## src/rtl/bus_enum_pkg.sv

```systemverilog
package bus_enum_pkg;
  localparam int BUS_W = 8;
  localparam int DEV_W = 5;
  localparam int FN_W  = 3;

  typedef logic [BUS_W-1:0] bus_t;
  typedef logic [DEV_W-1:0] dev_t;
  typedef logic [FN_W-1:0]  fn_t;

  // Saved scan position of a parent bus while a bridge below it is open.
  typedef struct packed {
    bus_t bus;
    dev_t dev;
    fn_t  fn;
    logic multi;
  } frame_t;

  typedef enum logic [2:0] {
    S_IDLE, S_PROBE, S_WAIT, S_STEP, S_OPEN, S_CLOSE, S_DONE
  } state_t;

  typedef struct packed {
    dev_t dev;
    fn_t  fn;
    logic wrap;   // bus exhausted
  } pos_t;

  // Next probe position after (dev, fn). A device is left after function 0
  // unless it is multi-function, and after its last function otherwise.
  function automatic pos_t next_pos(dev_t dev, fn_t fn, logic multi);
    pos_t p;
    if ((fn == '0 && !multi) || fn == '1) begin
      p.dev  = dev + 1'b1;
      p.fn   = '0;
      p.wrap = (dev == '1);
    end else begin
      p.dev  = dev;
      p.fn   = fn + 1'b1;
      p.wrap = 1'b0;
    end
    return p;
  endfunction
endpackage

```

## src/rtl/bus_enum_alloc.sv

```systemverilog
module bus_enum_alloc #(
  parameter int BW = 8
) (
  input  logic          clk,
  input  logic          rst_n,
  input  logic          clear,
  input  logic          take,
  output logic [BW-1:0] next_sec,
  output logic [BW-1:0] highest,
  output logic          exhausted
);
  // One extra bit so running past the last bus number is visible.
  logic [BW:0] nxt;

  always_ff @(posedge clk or negedge rst_n) begin
    if (!rst_n)     nxt <= (BW+1)'(1);
    else if (clear) nxt <= (BW+1)'(1);
    else if (take)  nxt <= nxt + 1'b1;
  end

  assign next_sec  = nxt[BW-1:0];
  assign highest   = BW'(nxt - 1'b1);
  assign exhausted = nxt[BW];
endmodule

```

## src/rtl/bus_enum_stack.sv

```systemverilog
module bus_enum_stack
  import bus_enum_pkg::*;
#(
  parameter int DEPTH = 8
) (
  input  logic   clk,
  input  logic   rst_n,
  input  logic   clear,
  input  logic   push,
  input  logic   pop,
  input  frame_t din,
  output frame_t top,
  output logic   full,
  output logic   empty
);
  localparam int PTR_W = $clog2(DEPTH + 1);
  localparam int IDX_W = (DEPTH > 1) ? $clog2(DEPTH) : 1;

  logic [PTR_W-1:0] sp;
  logic [PTR_W-1:0] sp_m1;
  frame_t           mem [DEPTH];

  assign sp_m1 = sp - 1'b1;

  always_ff @(posedge clk or negedge rst_n) begin
    if (!rst_n)     sp <= '0;
    else if (clear) sp <= '0;
    else if (push)  sp <= sp + 1'b1;
    else if (pop)   sp <= sp_m1;
  end

  always_ff @(posedge clk) begin
    if (push) mem[sp[IDX_W-1:0]] <= din;
  end

  assign top   = mem[sp_m1[IDX_W-1:0]];
  assign full  = (sp == PTR_W'(DEPTH));
  assign empty = (sp == '0);
endmodule

```

## src/rtl/bus_enum_engine.sv

```systemverilog
module bus_enum_engine
  import bus_enum_pkg::*;
#(
  parameter int STACK_DEPTH = 8
) (
  input  logic             clk,
  input  logic             rst_n,
  input  logic             start,
  output logic             probe_valid,
  input  logic             probe_ready,
  output logic [BUS_W-1:0] probe_bus,
  output logic [DEV_W-1:0] probe_dev,
  output logic [FN_W-1:0]  probe_fn,
  input  logic             rsp_valid,
  input  logic             rsp_present,
  input  logic             rsp_bridge,
  input  logic             rsp_multi,
  output logic             wr_valid,
  input  logic             wr_ready,
  output logic [BUS_W-1:0] wr_bus,
  output logic [DEV_W-1:0] wr_dev,
  output logic [FN_W-1:0]  wr_fn,
  output logic [BUS_W-1:0] wr_pri,
  output logic [BUS_W-1:0] wr_sec,
  output logic [BUS_W-1:0] wr_sub,
  output logic             done,
  output logic             overflow,
  output logic [BUS_W-1:0] max_bus
);
  localparam bus_t SUB_OPEN = '1;

  state_t state;
  bus_t   cur_bus;
  dev_t   dev;
  fn_t    fn;
  logic   cur_multi;
  logic   err_q;

  // Named events for the checker.
  logic   begin_scan;
  logic   open_fire;
  logic   close_fire;
  logic   bridge_seen;
  logic   refuse;

  bus_t   new_sec;
  bus_t   highest;
  logic   exhausted;
  frame_t stk_top;
  logic   stk_full;
  logic   stk_empty;
  pos_t   adv;

  assign begin_scan  = start && (state == S_IDLE || state == S_DONE);
  assign open_fire   = (state == S_OPEN) && wr_ready;
  assign close_fire  = (state == S_CLOSE) && wr_ready;
  assign bridge_seen = (state == S_WAIT) && rsp_valid && rsp_present && rsp_bridge;
  assign refuse      = bridge_seen && (exhausted || stk_full);
  assign adv         = next_pos(dev, fn, cur_multi);

  bus_enum_alloc #(.BW(BUS_W)) u_alloc (
    .clk       (clk),
    .rst_n     (rst_n),
    .clear     (begin_scan),
    .take      (open_fire),
    .next_sec  (new_sec),
    .highest   (highest),
    .exhausted (exhausted)
  );

  bus_enum_stack #(.DEPTH(STACK_DEPTH)) u_stack (
    .clk   (clk),
    .rst_n (rst_n),
    .clear (begin_scan),
    .push  (open_fire),
    .pop   (close_fire),
    .din   ('{bus: cur_bus, dev: dev, fn: fn, multi: cur_multi}),
    .top   (stk_top),
    .full  (stk_full),
    .empty (stk_empty)
  );

  always_ff @(posedge clk or negedge rst_n) begin
    if (!rst_n) begin
      state     <= S_IDLE;
      cur_bus   <= '0;
      dev       <= '0;
      fn        <= '0;
      cur_multi <= 1'b0;
      err_q     <= 1'b0;
    end else begin
      unique case (state)
        S_IDLE, S_DONE: begin
          if (begin_scan) begin
            state     <= S_PROBE;
            cur_bus   <= '0;
            dev       <= '0;
            fn        <= '0;
            cur_multi <= 1'b0;
            err_q     <= 1'b0;
          end
        end
        S_PROBE: begin
          if (probe_ready) state <= S_WAIT;
        end
        S_WAIT: begin
          if (rsp_valid) begin
            if (fn == '0) cur_multi <= rsp_present && rsp_multi;
            if (refuse) begin
              err_q <= 1'b1;
              state <= S_DONE;
            end else if (bridge_seen) begin
              state <= S_OPEN;
            end else begin
              state <= S_STEP;
            end
          end
        end
        S_STEP: begin
          if (adv.wrap) begin
            state <= stk_empty ? S_DONE : S_CLOSE;
          end else begin
            dev   <= adv.dev;
            fn    <= adv.fn;
            state <= S_PROBE;
          end
        end
        S_OPEN: begin
          if (wr_ready) begin
            cur_bus   <= new_sec;
            dev       <= '0;
            fn        <= '0;
            cur_multi <= 1'b0;
            state     <= S_PROBE;
          end
        end
        S_CLOSE: begin
          if (wr_ready) begin
            cur_bus   <= stk_top.bus;
            dev       <= stk_top.dev;
            fn        <= stk_top.fn;
            cur_multi <= stk_top.multi;
            state     <= S_STEP;
          end
        end
        default: state <= S_IDLE;
      endcase
    end
  end

  assign probe_valid = (state == S_PROBE);
  assign probe_bus   = cur_bus;
  assign probe_dev   = dev;
  assign probe_fn    = fn;

  always_comb begin
    wr_valid = (state == S_OPEN) || (state == S_CLOSE);
    if (state == S_CLOSE) begin
      wr_bus = stk_top.bus;
      wr_dev = stk_top.dev;
      wr_fn  = stk_top.fn;
      wr_pri = stk_top.bus;
      wr_sec = cur_bus;
      wr_sub = highest;
    end else begin
      wr_bus = cur_bus;
      wr_dev = dev;
      wr_fn  = fn;
      wr_pri = cur_bus;
      wr_sec = new_sec;
      wr_sub = SUB_OPEN;
    end
  end

  assign done     = (state == S_DONE);
  assign overflow = err_q;
  assign max_bus  = highest;
endmodule

```

## config.mk

```make
export PLATFORM = sky130hd
export DESIGN_NAME = bus_enum_engine
export DESIGN_NICKNAME = d
export VERILOG_FILES = /design/src/rtl/bus_enum_pkg.sv /design/src/rtl/bus_enum_alloc.sv /design/src/rtl/bus_enum_stack.sv /design/src/rtl/bus_enum_engine.sv
export SDC_FILE = /design/constraint.sdc
export NUM_CORES = 1
export LEC_CHECK = 0
export ABC_AREA = 1
export BUFFER_PORTS_ARGS = -buffer_cell sky130_fd_sc_hd__buf_2
export CORE_UTILIZATION = 35
export CTS_BUF_LIST = sky130_fd_sc_hd__clkbuf_4 sky130_fd_sc_hd__clkbuf_8
export CTS_CLUSTER_SIZE = 10
export DETAILED_ROUTE_END_ITERATION = 10
export PLACE_DENSITY = 0.52
export SYNTH_ARGS = -nofsm -noshare
export SYNTH_HDL_FRONTEND = slang
export SYNTH_SLANG_ARGS = --single-unit
```

## constraint.sdc

```tcl
create_clock -name clk -period 3.5 [get_ports clk]
set_input_delay 0.175 -clock clk [delete_from_list [all_inputs] [get_ports clk]]
set_output_delay 0.175 -clock clk [all_outputs]
set_load 0.01 [all_outputs]
```

Word level (Yosys, flattened, before mapping)
Memory sizes are Yosys's and may differ from the RTL's.
Index checks and enable logic that the tools add are counted.
Word-level totals
  register bits after elaboration: 34
  bits in writable memories: 136
  input port bits: 9
  output and inout bits: 68
  logic and storage cells: 109
  memories kept: 1
Cells by class
  $add $sub $neg: 6
  equal/unequal tests: 18
  muxes and demuxes: 46
  reduce and logical (&&, ||, !) cells: 30
Memories
  u_stack.mem: depth 8, width 17, read ports 1, clocked after Yosys merged registers in 0, wr ports 1, line bus_enum_stack.sv:21  | frame_t mem [DEPTH];
Operators with widths (count)
  $mux 8: 6
  $mux 3: 13
  $mux 9: 3
  $mux 5: 5
  $pmux 8 s3: 1
  $pmux 5 s4: 1
  $pmux 3 s6: 1
  $ne 2x2->1 const B: 7
  $eq 3x3->1 const B: 4
  $mux 4: 3
  $pmux 3 s4: 1
  $reduce_and 6->1: 2
  $reduce_and 5->1: 2
  $add 9x1->9 const B: 1
  $logic_and 1x1->1: 9
  $mux 1: 9
  $reduce_and 4->1: 2
  $reduce_bool 4->1: 2
  $sub 8x1->8 const B: 1
  $eq 3x2->1 const B: 2
  $logic_not 3->1: 2
  $reduce_bool 3->1: 2
  $add 5x1->5 const B: 1
  $eq 5x5->1 const B: 1
  14 further kinds: 19

Depth between registers and ports, before layout
  depth in word-level cells: 8
  gate-level depth with buffers: 13

Modules after synthesis
From an unflattened synthesis, not the netlist that was laid out.
Unflattened totals
  cells, all modules: 885
  area total of the unflattened synthesis: 8220.4 um2
By module, submodules not included
  bus_enum_stack: times used 1, cells an instance 507, area an instance 5761.8 um2
  bus_enum_engine: times used 1, cells an instance 287, area an instance 1771.7 um2
  bus_enum_alloc: times used 1, cells an instance 91, area an instance 686.9 um2

Least setup slack after synthesis
No wires, ideal clock.
  path type: register to register
  start point: register state[0]
  end point: memory u_stack.mem[6][0] (netlist name), enable pin
  data arrival time: 2204 ps
  data required time: 3087 ps
  path slack: 884 ps
  cell stages (with the launch flop): 7
  buffers on the path: 1
  cells stage by stage: dfrtp_1 -> buf_6 -> nor2_2 -> nand2_4 -> nor2_8 -> nand2_1 -> nor3_1
Between the ends
  word-level cells in the longest chain between the ends: 4
RTL lines
  start, declared: line bus_enum_engine.sv:32  | state_t state;
  start signal, assigned: line bus_enum_engine.sv:121  | state <= stk_empty ? S_DONE : S_CLOSE;
  $eq 3x3->1: line bus_enum_engine.sv:55  | assign open_fire = (state == S_OPEN) && wr_ready;
  $logic_and 1x1->1: line bus_enum_engine.sv:55
  $mux 1: line bus_enum_stack.sv:33  | if (push) mem[sp[IDX_W-1:0]] <= din;
  $mux 1 (implied by the code): line bus_enum_stack.sv:33
  end, declared: line bus_enum_stack.sv:21
Every way passes these cells.

Worst setup path in the final report
  start point: register u_stack.sp[0]
  end point: output wr_bus[1]
Between the ends
  word-level cells in the longest chain between the ends: 3
RTL lines
  start, declared: line bus_enum_stack.sv:19  | logic [PTR_W-1:0] sp;
  start signal, assigned: line bus_enum_stack.sv:28  | else if (push) sp <= sp + 1'b1;
  start signal, assigned: line bus_enum_stack.sv:29  | else if (pop) sp <= sp_m1;
  $sub 4x1->4: line bus_enum_stack.sv:23  | assign sp_m1 = sp - 1'b1;
  $mem_v2 8x17
  $mux 8: line bus_enum_engine.sv:158  | if (state == S_CLOSE) begin
  end, declared: line bus_enum_engine.sv:20  | output logic [BUS_W-1:0] wr_bus,
Every way passes these cells.

==> summary.md <==
In this run, synthesis produced a sequential element count of 170. met2 is the most crowded layer. The number of hold violations in the final report is 0, and the y dimension of the die is 155 um. Once detail routing completed, the nets flagged for antenna violations numbered 0. In this run the mean area of a mapped cell was 9.42 sq um. The run gives 3320 ps as the worst endpoint required time. Setup repair after global routing left no endpoint under its margin. The aggregate global-route resource usage was 18.4%; the count of synthesis-stage warnings from yosys was 0.

Setup violations remaining at the end of the flow were counted as 0. The post-detailed-route DRC marker count is 0, and the count of clock tree sinks is 170. The most used flip-flop cell after synthesis is edfxtp_1.

The total overflow reported by the global router is 0. The detailed-route vias per instance was 4.89; the sequential cell area was 0.00494 sq mm. The die covers 0.0239 sq mm. The first detailed-routing pass took 5 iterations. The endpoint of the worst register-to-register path is u_stack.mem[7][4]. The logs give 0 for the buffers inserted during post-CTS setup optimization and 527 ps for the final worst-path setup slack. The post-route minimum period was 2970 ps. Setup slack on the worst reg-to-reg path comes out at 1090 ps.

Counting every net in the synthesized netlist gives 884. In the final layout, the multi-input gates occupy 0.00263 sq mm. The post-synth design cell area is 0.00815 sq mm, and the portion of the clock cycle consumed by the worst path in the final layout is 84.9%.

The tools report the number of placed I/O pins as 77. The synthesized design spends more area on one cell type than any other, namely edfxtp_1. In this run the worst setup path begins at u_stack.sp[0]. The number of antenna violations at the first check in global routing was 0; the starting utilization of the core area was 35.9%.

For the total routed wirelength, the log shows 21.0 mm. In the final timing run, aggregate negative setup slack is 0 ps. The run gives 27.9% as the met2 routing resource usage after global routing. Final hold analysis gives a worst-case slack of 31.3 ps. The area fraction of the dominant cell type after synthesis works out to 50.1%. For the worst ir drop on vdd, the log shows 0.371 mV. The detailed-route wire length per cell was 17.0 um. The worst pin sits at a relative slew slack of 43.2%. The H-tree was split into 4 levels. In the final layout, the share of cells above drive strength 1 is 16.8%.

The type of the setup path with the least slack was reg -> out. The tools report the element type at the critical path end as an output pin. The reported max-cap violation count was 0; the final net count was 951. The synthesis-to-layout area growth was 12.8%. In the synthesized netlist, the number of instances is 865.

The clock-pin slew on the worst setup and hold paths was 90 ps. The clock insertion delay at the later pin of the skew report was 470 ps. After detailed placement, the design holds a cell count of 1197. The most critical setup path has its endpoint at wr_bus[1]. The layout has 2278 filler cells. The repair_antennas step left the layout with diodes totalling 0. For the violation count after the first detailed-route iteration, the log shows 584. In the post-synthesis netlist, the cell with the most instances is nand2_1. Clock skew on the completed layout was measured at 19.6 ps.

The commonest cells after synthesis are 217 x nand2_1, 136 x edfxtp_1, 108 x nor2_1, 95 x nand3_1, 84 x inv_1. The count of port buffers added during placement is 76. The global placer's final weighted congestion is 0.799, and the arrival time of the worst setup path is 2800 ps. The final route contains 6017 vias. For the register area share after synthesis, the log shows 60.6%. Entering global routing, the biggest net connects 55 pins. Based on the critical path, the design can be clocked at up to 336 MHz. The root cell of the clock tree was clkbuf_8. The first-pass GRT wire length was 33.0 mm; the die boundary width was 155 um. For the worst flop-to-flop path, the logic depth is 6. Yosys attributes the largest share of cell area to edfxtp_1 50%, dfrtp_1 10%, nand2_1 10%. Row generation in the floorplan step produced 55 rows. The transition time at the pin with the least slew margin was 852 ps; the final standard cell count with taps included and fillers excluded was 1230.

The clock passes through at most 2 buffers. The synthesized design contains 136 enable-type register cells. For this run, global-route usage on met3 was measured as 3.31%. The final HPWL from detailed placement was 14.0 mm; the via count of the first global-routing pass was 5631. Dividing total power by cell area gives a power density of 720 mW/mm^2.

TritonCTS built the clock tree. The number of buffers created by CTS came out at 17. The type of the most critical hold path was in -> reg.

The run finished with clean final reports. The reported leakage power came out at 4.00 nW. For the met1 track demand over resource, the log shows 27.1%. For the unique cell type count in the Yosys netlist, the log shows 35. Prior to clock tree synthesis, the placed netlist has a worst setup slack of 969 ps. The top fanout value on the critical path came out at 34.

The element type at the critical path start was a flop. The number of max-slew violations in the final report was 0; the final core area utilization was 40.5%. The placeable core region was 0.0227 sq mm.

In the synthesized netlist the async set-or-reset flop fraction comes to 20.0%. The worst register-to-register path begins at state[0].
[worst min-delay path by stage]
stage | startpoint | to | slack [ps] | cells after the start
after global placement | rst_n | u_alloc.nxt[5] | 320 | 1
after detailed placement | rst_n | u_alloc.nxt[5] | 320 | 1
final | rsp_present | state[2] | 30 | 3
after floorplan | rst_n | cur_multi | -120 | 0
after CTS | rsp_bridge | state[2] | 10 | 3
after global routing | rsp_bridge | state[2] | 20 | 3
[worst max-delay path, cell delays in order (launching register included)]
cell	delay (ps)
dfrtp_2	610
inv_2	110
ha_1	340
inv_2	480
nor2_1	120
o21ai_0	100
nand3_1	130
nand3_1	140
o21ai_0	130
buf_2	160
[state kept, by name (all words and copies together) (netlist names)]
name	flops
probe_bus	8
u_stack.mem	136
state	3
probe_fn	3
probe_dev	5
u_stack.sp	4
overflow	1
u_alloc.nxt	9
cur_multi	1
[per-layer routing]
metal,up-vias,share of wire [%]
li1,2986,-
met1,2864,50
met2,148,45
met3,19,4.0
met4,0,1.0
met5,-,0
[cells in the final DEF (no fill, tap or decap), types with 5 or more instances in the layout]
cell type | netlist | routed
nand2_1 | 217 | 217
edfxtp_1 | 136 | 136
nor2_1 | 108 | 102
nand3_1 | 95 | 95
inv_1 | 84 | 84
buf_2 | 21 | 76
o21ai_0 | 63 | 63
dfrtp_1 | 33 | 32
clkbuf_8 | 0 | 17
buf_4 | 10 | 17
a21oi_1 | 14 | 14
ha_1 | 10 | 10
o21ai_1 | 9 | 9
nor2_2 | 1 | 7
nand4_1 | 7 | 7
inv_2 | 6 | 6
xor2_1 | 6 | 6
nand2_2 | 6 | 6
inv_6 | 0 | 5
[repair_timing]
item	CTS	global route
hold buffers	1	0
endpoints found under the hold margin	33	0
resized for setup	0	0
[power by group]
part,leakage [nW],internal [mW],total [mW],switching [mW]
Sequential,1.69,2.44,2.78,0.337
Combinational,2.11,0.783,2.42,1.64
Clock,0.205,0.604,1.42,0.816
Total,4.00,3.83,6.62,2.79
[area by class of cell]
cell class                      count  share of cell area (%)
Tap cell                          285                    3.88
Clock buffer                       17                    2.55
Inverter                           90                    3.68
Clock inverter                     15                    1.88
Multi-Input combinational cell    559                    28.6
Timing Repair Buffer               94                    5.64
Sequential cell                   170                    53.7
[cell families after synthesis]
logic type      after synthesis  share of synthesized area (%)
xor+xnor                      9                           1.15
fa+ha+maj                    10                           1.54
compound gates               90                           5.61
buf+inv                     136                           7.43
flops                       170                           60.6
simple gates                450                           23.7
[stage by stage]
stage               instance area [sq um]  total power [mW]
finish                               9190              6.62
global route                         9190              7.08
CTS                                  9190              6.67
detailed placement                   8770              5.26
global placement                     8770              5.25
floorplan                            8150              4.47
Note: power is estimated with default switching activity, not from simulation.
